--- config.mk ---
export PLATFORM = sky130hd
export DESIGN_NAME = spi_modf_guard
export DESIGN_NICKNAME = d
export VERILOG_FILES = /design/src/rtl/spi_modf_guard.sv
export SDC_FILE = /design/constraint.sdc
export NUM_CORES = 1
export LEC_CHECK = 0
export ABC_CLOCK_PERIOD_IN_PS = 1900
export BUFFER_PORTS_ARGS = -buffer_cell sky130_fd_sc_hd__buf_2
export CAP_MARGIN = 30
export CORE_UTILIZATION = 53
export CTS_BUF_LIST = sky130_fd_sc_hd__clkbuf_4 sky130_fd_sc_hd__clkbuf_8
export CTS_CLUSTER_DIAMETER = 60
export DETAILED_ROUTE_END_ITERATION = 10
export GPL_ROUTABILITY_DRIVEN = 0
export GPL_TIMING_DRIVEN = 0
export PLACE_DENSITY = 0.88
export SYNTH_ARGS = -nofsm -noshare
export SYNTH_HDL_FRONTEND = slang
export SYNTH_SLANG_ARGS = --single-unit
export TNS_END_PERCENT = 1
--- constraint.sdc ---
create_clock -name clk -period 1.9 [get_ports clk]
set_clock_uncertainty 0.05 [all_clocks]
set_input_delay 0.19 -clock clk [delete_from_list [all_inputs] [get_ports clk]]
set_output_delay 0.19 -clock clk [all_outputs]
set_load 0.03 [all_outputs]
--- src/rtl/spi_modf_guard.sv ---
module spi_modf_guard #(
  parameter int XFER_BITS = 8
) (
  input  logic       clk,
  input  logic       rst_n,
  input  logic       cpol,
  input  logic       cpha,
  input  logic       ctl_we,
  input  logic [3:0] ctl_din,
  input  logic       sts_clr,
  input  logic       tx_wr,
  input  logic       ss_n_in,
  input  logic       sclk_in,
  output logic [3:0] ctl_q,
  output logic       fault_flag,
  output logic       tx_empty,
  output logic [3:0] bit_cnt,
  output logic       irq,
  output logic       miso_oe
);
  localparam int CW = 4;
  localparam logic [CW-1:0] LAST = CW'(XFER_BITS - 1);
  localparam logic [CW-1:0] FULL = CW'(XFER_BITS);

  logic [1:0] ss_sy, ck_sy;
  logic       ss_d, ck_d, active;
  logic       en, mst, fe, ie;
  logic [CW-1:0] cnt;

  wire ss_s = ss_sy[1];
  wire ck_s = ck_sy[1];
  wire lead = (ck_s != cpol) && (ck_d == cpol);
  wire trail = (ck_s == cpol) && (ck_d != cpol);
  wire samp = cpha ? trail : lead;
  wire slv = en & ~mst;
  wire ss_fall = ~ss_s & ss_d;

  wire start = slv & ~ss_s & ~active & (cpha ? lead : (ss_fall | lead));
  wire cnt_go = en & (mst | (active & ~ss_s));
  wire endx = cnt_go & trail & (cpha ? (cnt == LAST) : (cnt == FULL));

  wire mfault = en & mst & fe & ~ss_s;
  wire sfault = slv & fe & active & ss_s;
  wire wr_off = ctl_we & ~ctl_din[0];
  wire wr_kill = ctl_we & (~ctl_din[0] | ~ctl_din[2]);
  wire clr_ok = sts_clr & (~mst | ss_s);

  always_ff @(posedge clk or negedge rst_n) begin
    if (!rst_n) begin
      ss_sy <= 2'b11;
      ck_sy <= 2'b00;
      ss_d  <= 1'b1;
      ck_d  <= 1'b0;
    end else begin
      ss_sy <= {ss_sy[0], ss_n_in};
      ck_sy <= {ck_sy[0], sclk_in};
      ss_d  <= ss_s;
      ck_d  <= ck_s;
    end
  end

  always_ff @(posedge clk or negedge rst_n) begin
    if (!rst_n) begin
      en <= 1'b0;
      mst <= 1'b0;
      fe <= 1'b0;
      ie <= 1'b0;
    end else begin
      if (ctl_we) begin
        mst <= ctl_din[1];
        fe  <= ctl_din[2];
        ie  <= ctl_din[3];
      end
      if (mfault) en <= 1'b0;
      else if (ctl_we) en <= ctl_din[0];
    end
  end

  always_ff @(posedge clk or negedge rst_n) begin
    if (!rst_n) fault_flag <= 1'b0;
    else if (mfault | sfault) fault_flag <= 1'b1;
    else if (wr_kill | clr_ok) fault_flag <= 1'b0;
  end

  always_ff @(posedge clk or negedge rst_n) begin
    if (!rst_n) tx_empty <= 1'b1;
    else if (mfault) tx_empty <= 1'b1;
    else if (tx_wr) tx_empty <= 1'b0;
  end

  always_ff @(posedge clk or negedge rst_n) begin
    if (!rst_n) active <= 1'b0;
    else if (wr_off | mfault | ~slv | ss_s) active <= 1'b0;
    else if (start) active <= 1'b1;
    else if (endx) active <= 1'b0;
  end

  always_ff @(posedge clk or negedge rst_n) begin
    if (!rst_n) cnt <= '0;
    else if (wr_off | mfault) cnt <= '0;
    else if (start) cnt <= (!cpha && !ss_fall) ? CW'(1) : '0;
    else if (endx) cnt <= '0;
    else if (cnt_go && samp && cnt != FULL) cnt <= cnt + CW'(1);
  end

  assign ctl_q = {ie, fe, mst, en};
  assign bit_cnt = cnt;
  assign irq = fault_flag & ie;
  assign miso_oe = slv & ~ss_s;


  mst_fault_fx_chk: assert property (@(posedge clk) disable iff (!rst_n)
    ($rose(fault_flag) && mst && !$past(ctl_we)) |-> (!en && tx_empty && cnt == '0));


  slv_fault_keep_chk: assert property (@(posedge clk) disable iff (!rst_n)
    ($rose(fault_flag) && !mst && !$past(ctl_we)) |-> (en && $stable(cnt)));


  mst_clr_block_chk: assert property (@(posedge clk) disable iff (!rst_n)
    (mst && fault_flag && !ss_s && !ctl_we) |=> fault_flag);


  ss_high_hold_chk: assert property (@(posedge clk) disable iff (!rst_n)
    (en && !mst && ss_s && !ctl_we) |=> $stable(cnt));


  cnt_range_chk: assert property (@(posedge clk) disable iff (!rst_n)
    cnt <= FULL);


  oe_role_chk: assert property (@(posedge clk) disable iff (!rst_n)
    miso_oe |-> (!mst && en && !ss_s));
endmodule

==> flow_metrics.py, run 1 <==
metrics = {
    "sta": {
        "layout_min_cycle_time_ps": 1830,
        "clock.fmax_mhz": 546,
        "tightest_slew_ps": 392,
        "hold_slack_ps": -1.10,
        "post-route-period-util": 0.964,
        "grt_setup_unrepaired": "no",
        "fin_setup_tns_ps": 0,
        "layout_setup_ws_ps": 69.3,
        "report.final.hold_viol_count": 1,
        "finalSetupViolCount": 0,
        "slew_violations": 0,
        "relSlewSlack": 0.738,
    },
    "power": {
        "pwr_density_cell_nw_per_um2": 732,
        "ir_worst_vdd_mv": 0.683,
        "total_power_mw": 0.807,
        "leakagePower_nw": 0.517,
    },
    "placed_design": {
        "portBuffers": 24,
        "dp_hpwl_microns": 1300,
        "dp_cells": 124,
        "dpl_cell_area_sq_um": 1040,
        "place_ws_ps": 81.8,
    },
    "global_route": {
        "grt_pass1_vias": 697,
        "grt_usage": 0.209,
        "globalRouteOverflowTotal": 0,
        "grt_antenna_before_repair": 0,
        "grt_pass1_wl_microns": 2840,
        "grt_max_degree": 18,
    },
    "route": {
        "dr.pass1.iters": 4,
        "via_per_inst": 5.59,
        "drc": 0,
        "dr_total_vias": 732,
        "first_iter_violations": 16,
        "ant_nets": 0,
        "routedWlPerCell_microns": 13.1,
        "routed_wl_microns": 1710,
    },
    "outcome": {
        "status": "complete, but fails checks",
        "violations": "hold timing",
    },
    "yosys": {
        "ys_async_sr_fraction": 1.00,
        "syn-num-nets": 99,
        "synth_area_sq_um": 901,
        "synth_top_cell_by_area": "dfrtp_1",
        "ys_ff_latch": 17,
        "synth_edf_count": 0,
        "synth_top_area_share": 0.361,
        "yosys-top-cells-count": "13 x dfrtp_1, 7 x inv_1, 5 x nand2_1, 5 x nor2_1",
        "avgSynthCellArea_sq_um": 10.7,
        "yosys.cell_types.count": 37,
        "synth_cells": 84,
        "synth.most_common_cell": "dfrtp_1",
        "seq_area_frac_synth": 0.478,
        "synth_warnings": 0,
        "ys.flop_type": "dfrtp_1",
        "synth.area.top_cells": "dfrtp_1 36%, dfstp_2 12%, mux2_2 3.7%",
    },
    "worst_hold_path": {
        "min_path_type": "in -> reg",
    },
    "clocking": {
        "path_clk_slew_ps": 90,
        "cts_tree": "built",
        "cts_max_level": 1,
        "worstSkewPairLatency_ps": 290,
        "post_cts_buffers": 0,
        "clock_path_buffers": 2,
        "root_buffer": "clkbuf_4",
        "numCtsBuffers": 3,
        "cts.sinks": 17,
    },
    "setup_path": {
        "cp-startpoint": "bit_cnt[0]",
        "slowest_delay_ps": 530,
        "cp-start-kind": "flop",
        "cp.arrival_ps": 1940,
        "path_max_fanout": 7,
        "cp_cell_sequence": "or4b_1 -> o32a_1 -> or3_1 -> nor4bb_1",
        "reg2reg_depth": 4,
        "endpoint_kind": "flop",
        "reg2reg_to": "active",
        "cp.required_ps": 2010,
        "r2r_setup_slack_ps": 70,
        "crit_path_end": "active",
        "cp_slowest_cell": "or4b_1",
        "r2r_start": "bit_cnt[0]",
        "crit_type": "reg -> reg",
    },
    "floorplanning": {
        "fp-row-count": 14,
        "core_area_sq_um": 1540,
        "design.portCount": 25,
        "die_h_microns": 43.2,
        "initial_core_util": 0.584,
        "die_x_microns": 43.2,
        "die_area_sq_um": 1870,
    },
    "finish": {
        "ff_latch_area_sq_um": 432,
        "multi_input_area_sq_um": 414,
        "instances_no_fill": 131,
        "syn_to_final_growth_pct": 22.4,
        "largest_reg_flops": 4,
        "final.fill_count": 122,
        "final_nets": 131,
        "antenna_cells": 0,
        "final_area_sq_um": 1100,
        "drive_gt1_frac": 0.383,
    },
    "job": {
        "drv_cap": 0,
    },
}
## through the flow
stage	hold WS, ps	utilization
2_1_floorplan	-156	-
3_3_place_gp	71.3	0.675
3_5_place_dp	77.2	0.675
4_1_cts	1.83	0.714
5_1_grt	11.8	0.715
6_report	-1.10	0.715
## metal layers
| metal | vias up | GRT usage | wire, microns |
|---|---|---|---|
| li1 | 359 | - | - |
| met1 | 343 | 0.224 | 699 |
| met2 | 26 | 0.394 | 913 |
| met3 | 4 | 0.0383 | 69 |
| met4 | 0 | 0.0848 | 28 |
| met5 | - | 0 | 0 |
## placed cells by master (no fill, tap or decap), drive strengths merged, types with 2 or more instances in the layout
cell         count
nand3            2
o21ai            4
nand2            5
inv              7
nor2             5
buf             28
clkbuf           4
nor3             2
dfstp            4
ha               2
dlygate4sd3      3
nor3b            5
nor2b            4
xnor2            2
dfrtp           13
o221ai           2
and3b            2
mux2             3
## final cells by class
cell class,count,share of cell area
well taps,16,0.0182
repair buffers,27,0.136
clock buffers,4,0.0272
inverters,7,0.0238
flip-flops and latches,17,0.392
plain buffers,4,0.0272
multi-input cells,56,0.376
## worst min-delay path by stage
stage                from         end  slack, ps  cells past startpoint
floorplan           rst_n      active       -160                      0
detailed placement  rst_n  fault_flag         80                      1
CTS                 tx_wr    tx_empty          2                      2
finish              tx_wr    tx_empty         -1                      2
global placement    rst_n    ck_sy[0]         70                      1
global route        tx_wr    tx_empty         10                      2
## critical path, delay by kind of cell (launching register included)
family,cells,cell delay (ps)
DFF,1,450
and+or+nand+nor,3,990
AOI/OAI and AO/OA,1,210
## cell families (layout without fill, tap and decap cells)
logic type,count (synthesis),after routing,share of synthesized area
adders and majority gates,2,2,0.0278
DFF,17,17,0.478
muxes,4,4,0.0486
and+or+nand+nor,33,33,0.224
xor gates and xnor gates,3,3,0.0292
buffers and inverters,11,42,0.0625
AOI/OAI and AO/OA,14,14,0.131
## where the power goes
group          switching [mW]  internal (mW)
Combinational           0.104         0.0766
Clock                   0.107         0.0959
Sequential             0.0323          0.392
Total                   0.243          0.564
## what timing repair did
action / 4_1_cts / 5_1_grt
hold buffers: 3 / 0
endpoints found under the setup margin: 0 / 1
endpoints found under the hold margin: 15 / 0
gates resized for setup: 0 / 1
No activity file was read; power rests on OpenSTA's default activity.
==> run 2: changes to the inputs <==
--- a/config.mk
+++ b/config.mk
@@ -15,6 +15,8 @@
 export GPL_ROUTABILITY_DRIVEN = 0
 export GPL_TIMING_DRIVEN = 0
 export PLACE_DENSITY = 0.88
+export RECOVER_POWER = 50
+export REMOVE_ABC_BUFFERS = 1
 export SYNTH_ARGS = -nofsm -noshare
 export SYNTH_HDL_FRONTEND = slang
 export SYNTH_SLANG_ARGS = --single-unit
==> flow_metrics.py, run 2 (synthesis results as in run 1) <==
metrics = {
    "finish": {
        "final_area_sq_um": 1080,
        "antenna_cells": 0,
        "final_cell_mix": "23 x buf_2, 13 x dfrtp_1, 7 x inv_1",
        "instances_no_fill": 128,
        "largest_reg_flops": 4,
        "drive_gt1_frac": 0.330,
        "layout_commonest_cell": "buf_2",
        "syn_to_final_growth_pct": 19.9,
        "final_util": 0.700,
        "final_nets": 128,
    },
    "job": {
        "drv_cap": 0,
    },
    "setup_path": {
        "cp-start-kind": "flop",
        "cp.required_ps": 2020,
        "path_max_fanout": 7,
        "endpoint_kind": "flop",
        "cp.arrival_ps": 1960,
        "crit_type": "reg -> reg",
    },
    "sta": {
        "post-route-period-util": 0.969,
        "grt_setup_unrepaired": "no",
        "relSlewSlack": 0.411,
        "layout_min_cycle_time_ps": 1840,
        "layout_setup_ws_ps": 59.8,
        "slew_violations": 0,
        "fin_setup_tns_ps": 0,
        "finalSetupViolCount": 0,
        "hold_slack_ps": 73.9,
        "report.final.hold_viol_count": 0,
        "clock.fmax_mhz": 543,
        "tightest_slew_ps": 883,
    },
    "power": {
        "total_power_mw": 0.800,
        "pwr_density_cell_nw_per_um2": 741,
        "ir_worst_vdd_mv": 0.599,
        "leakagePower_nw": 0.500,
    },
    "global_route": {
        "grt_antenna_before_repair": 0,
        "grt_pass1_wl_microns": 2940,
        "grt_max_degree": 18,
        "grt_pass1_vias": 703,
        "globalRouteOverflowTotal": 0,
        "grt_usage": 0.216,
    },
    "floorplanning": {
        "core_area_sq_um": 1540,
        "die_area_sq_um": 1870,
        "initial_core_util": 0.584,
        "design.portCount": 25,
        "fp-row-count": 14,
        "die_x_microns": 43.2,
        "die_h_microns": 43.2,
    },
    "clocking": {
        "worstSkewPairLatency_ps": 290,
        "numCtsBuffers": 3,
        "clock_path_buffers": 2,
        "path_clk_slew_ps": 90,
        "root_buffer": "clkbuf_4",
        "cts_tree": "built",
        "cts_max_level": 1,
        "cts.sinks": 17,
    },
    "route": {
        "routedWlPerCell_microns": 13.7,
        "routed_wl_microns": 1750,
        "first_iter_violations": 4,
        "drc": 0,
        "via_per_inst": 5.78,
        "dr_total_vias": 740,
        "ant_nets": 0,
        "dr.pass1.iters": 4,
    },
    "placed_design": {
        "dp_cells": 120,
        "place_ws_ps": 79.4,
        "dp_hpwl_microns": 1300,
        "dpl_cell_area_sq_um": 1010,
        "portBuffers": 24,
    },
    "outcome": {
        "status": "complete, no violations",
    },
    "worst_hold_path": {
        "min_path_type": "in -> reg",
    },
}
## run 2: changes by cell type in the layout (fill, tap and decap cells not counted), sizes merged
cell,change
buf,-5
clkbuf,+1
dlygate4sd3,+1
## run 2: layer usage
layer	routed length, microns	track usage	vias up
met3	98	0.0255	5
met4	34	0.0909	0
met1	736	0.260	355
met2	885	0.382	28
met5	0	0	-
li1	-	-	352
## run 2: layout make-up
cell class / count / area, sq um
Fill cell: 143 / 462
Sequential cell: 17 / 430
Multi-Input combinational cell: 56 / 414
Timing Repair Buffer: 28 / 159
Clock buffer: 4 / 30.0
Inverter: 7 / 26.3
Tap cell: 16 / 20.0
## run 2: path summary, 6_finish.rpt
path	cells after the start	end	slack, ps	startpoint
max	4	active	60	bit_cnt[0]
min	2	fault_flag	70	sts_clr
max reg2reg	4	active	60	bit_cnt[0]
min reg2reg	0	ss_sy[1]	320	ss_sy[0]
max in group asynchronous	2	bit_cnt[2]	770	rst_n
min in group asynchronous	2	mst	500	rst_n
## run 2: report_power, final
part	total, mW	leakage (nW)	switching (mW)	internal [mW]
sequential	0.425	0.205	0.0342	0.391
clock	0.208	0.0184	0.112	0.0961
combinational	0.167	0.276	0.100	0.0666
total	0.800	0.500	0.246	0.553
## run 2: repair_timing
action                     4_1_cts  5_1_grt
setup buffers                    0        0
hold buffers                     4        0
setup endpoints to repair        0        0
gates resized for setup          0        0
hold endpoints to repair        16        0
## run 2: critical path, cell delays in order, from the launching register on
cell,delay (ps)
dfrtp_1,460
or4b_1,530
o32a_1,210
or3_1,320
nor4bb_1,140
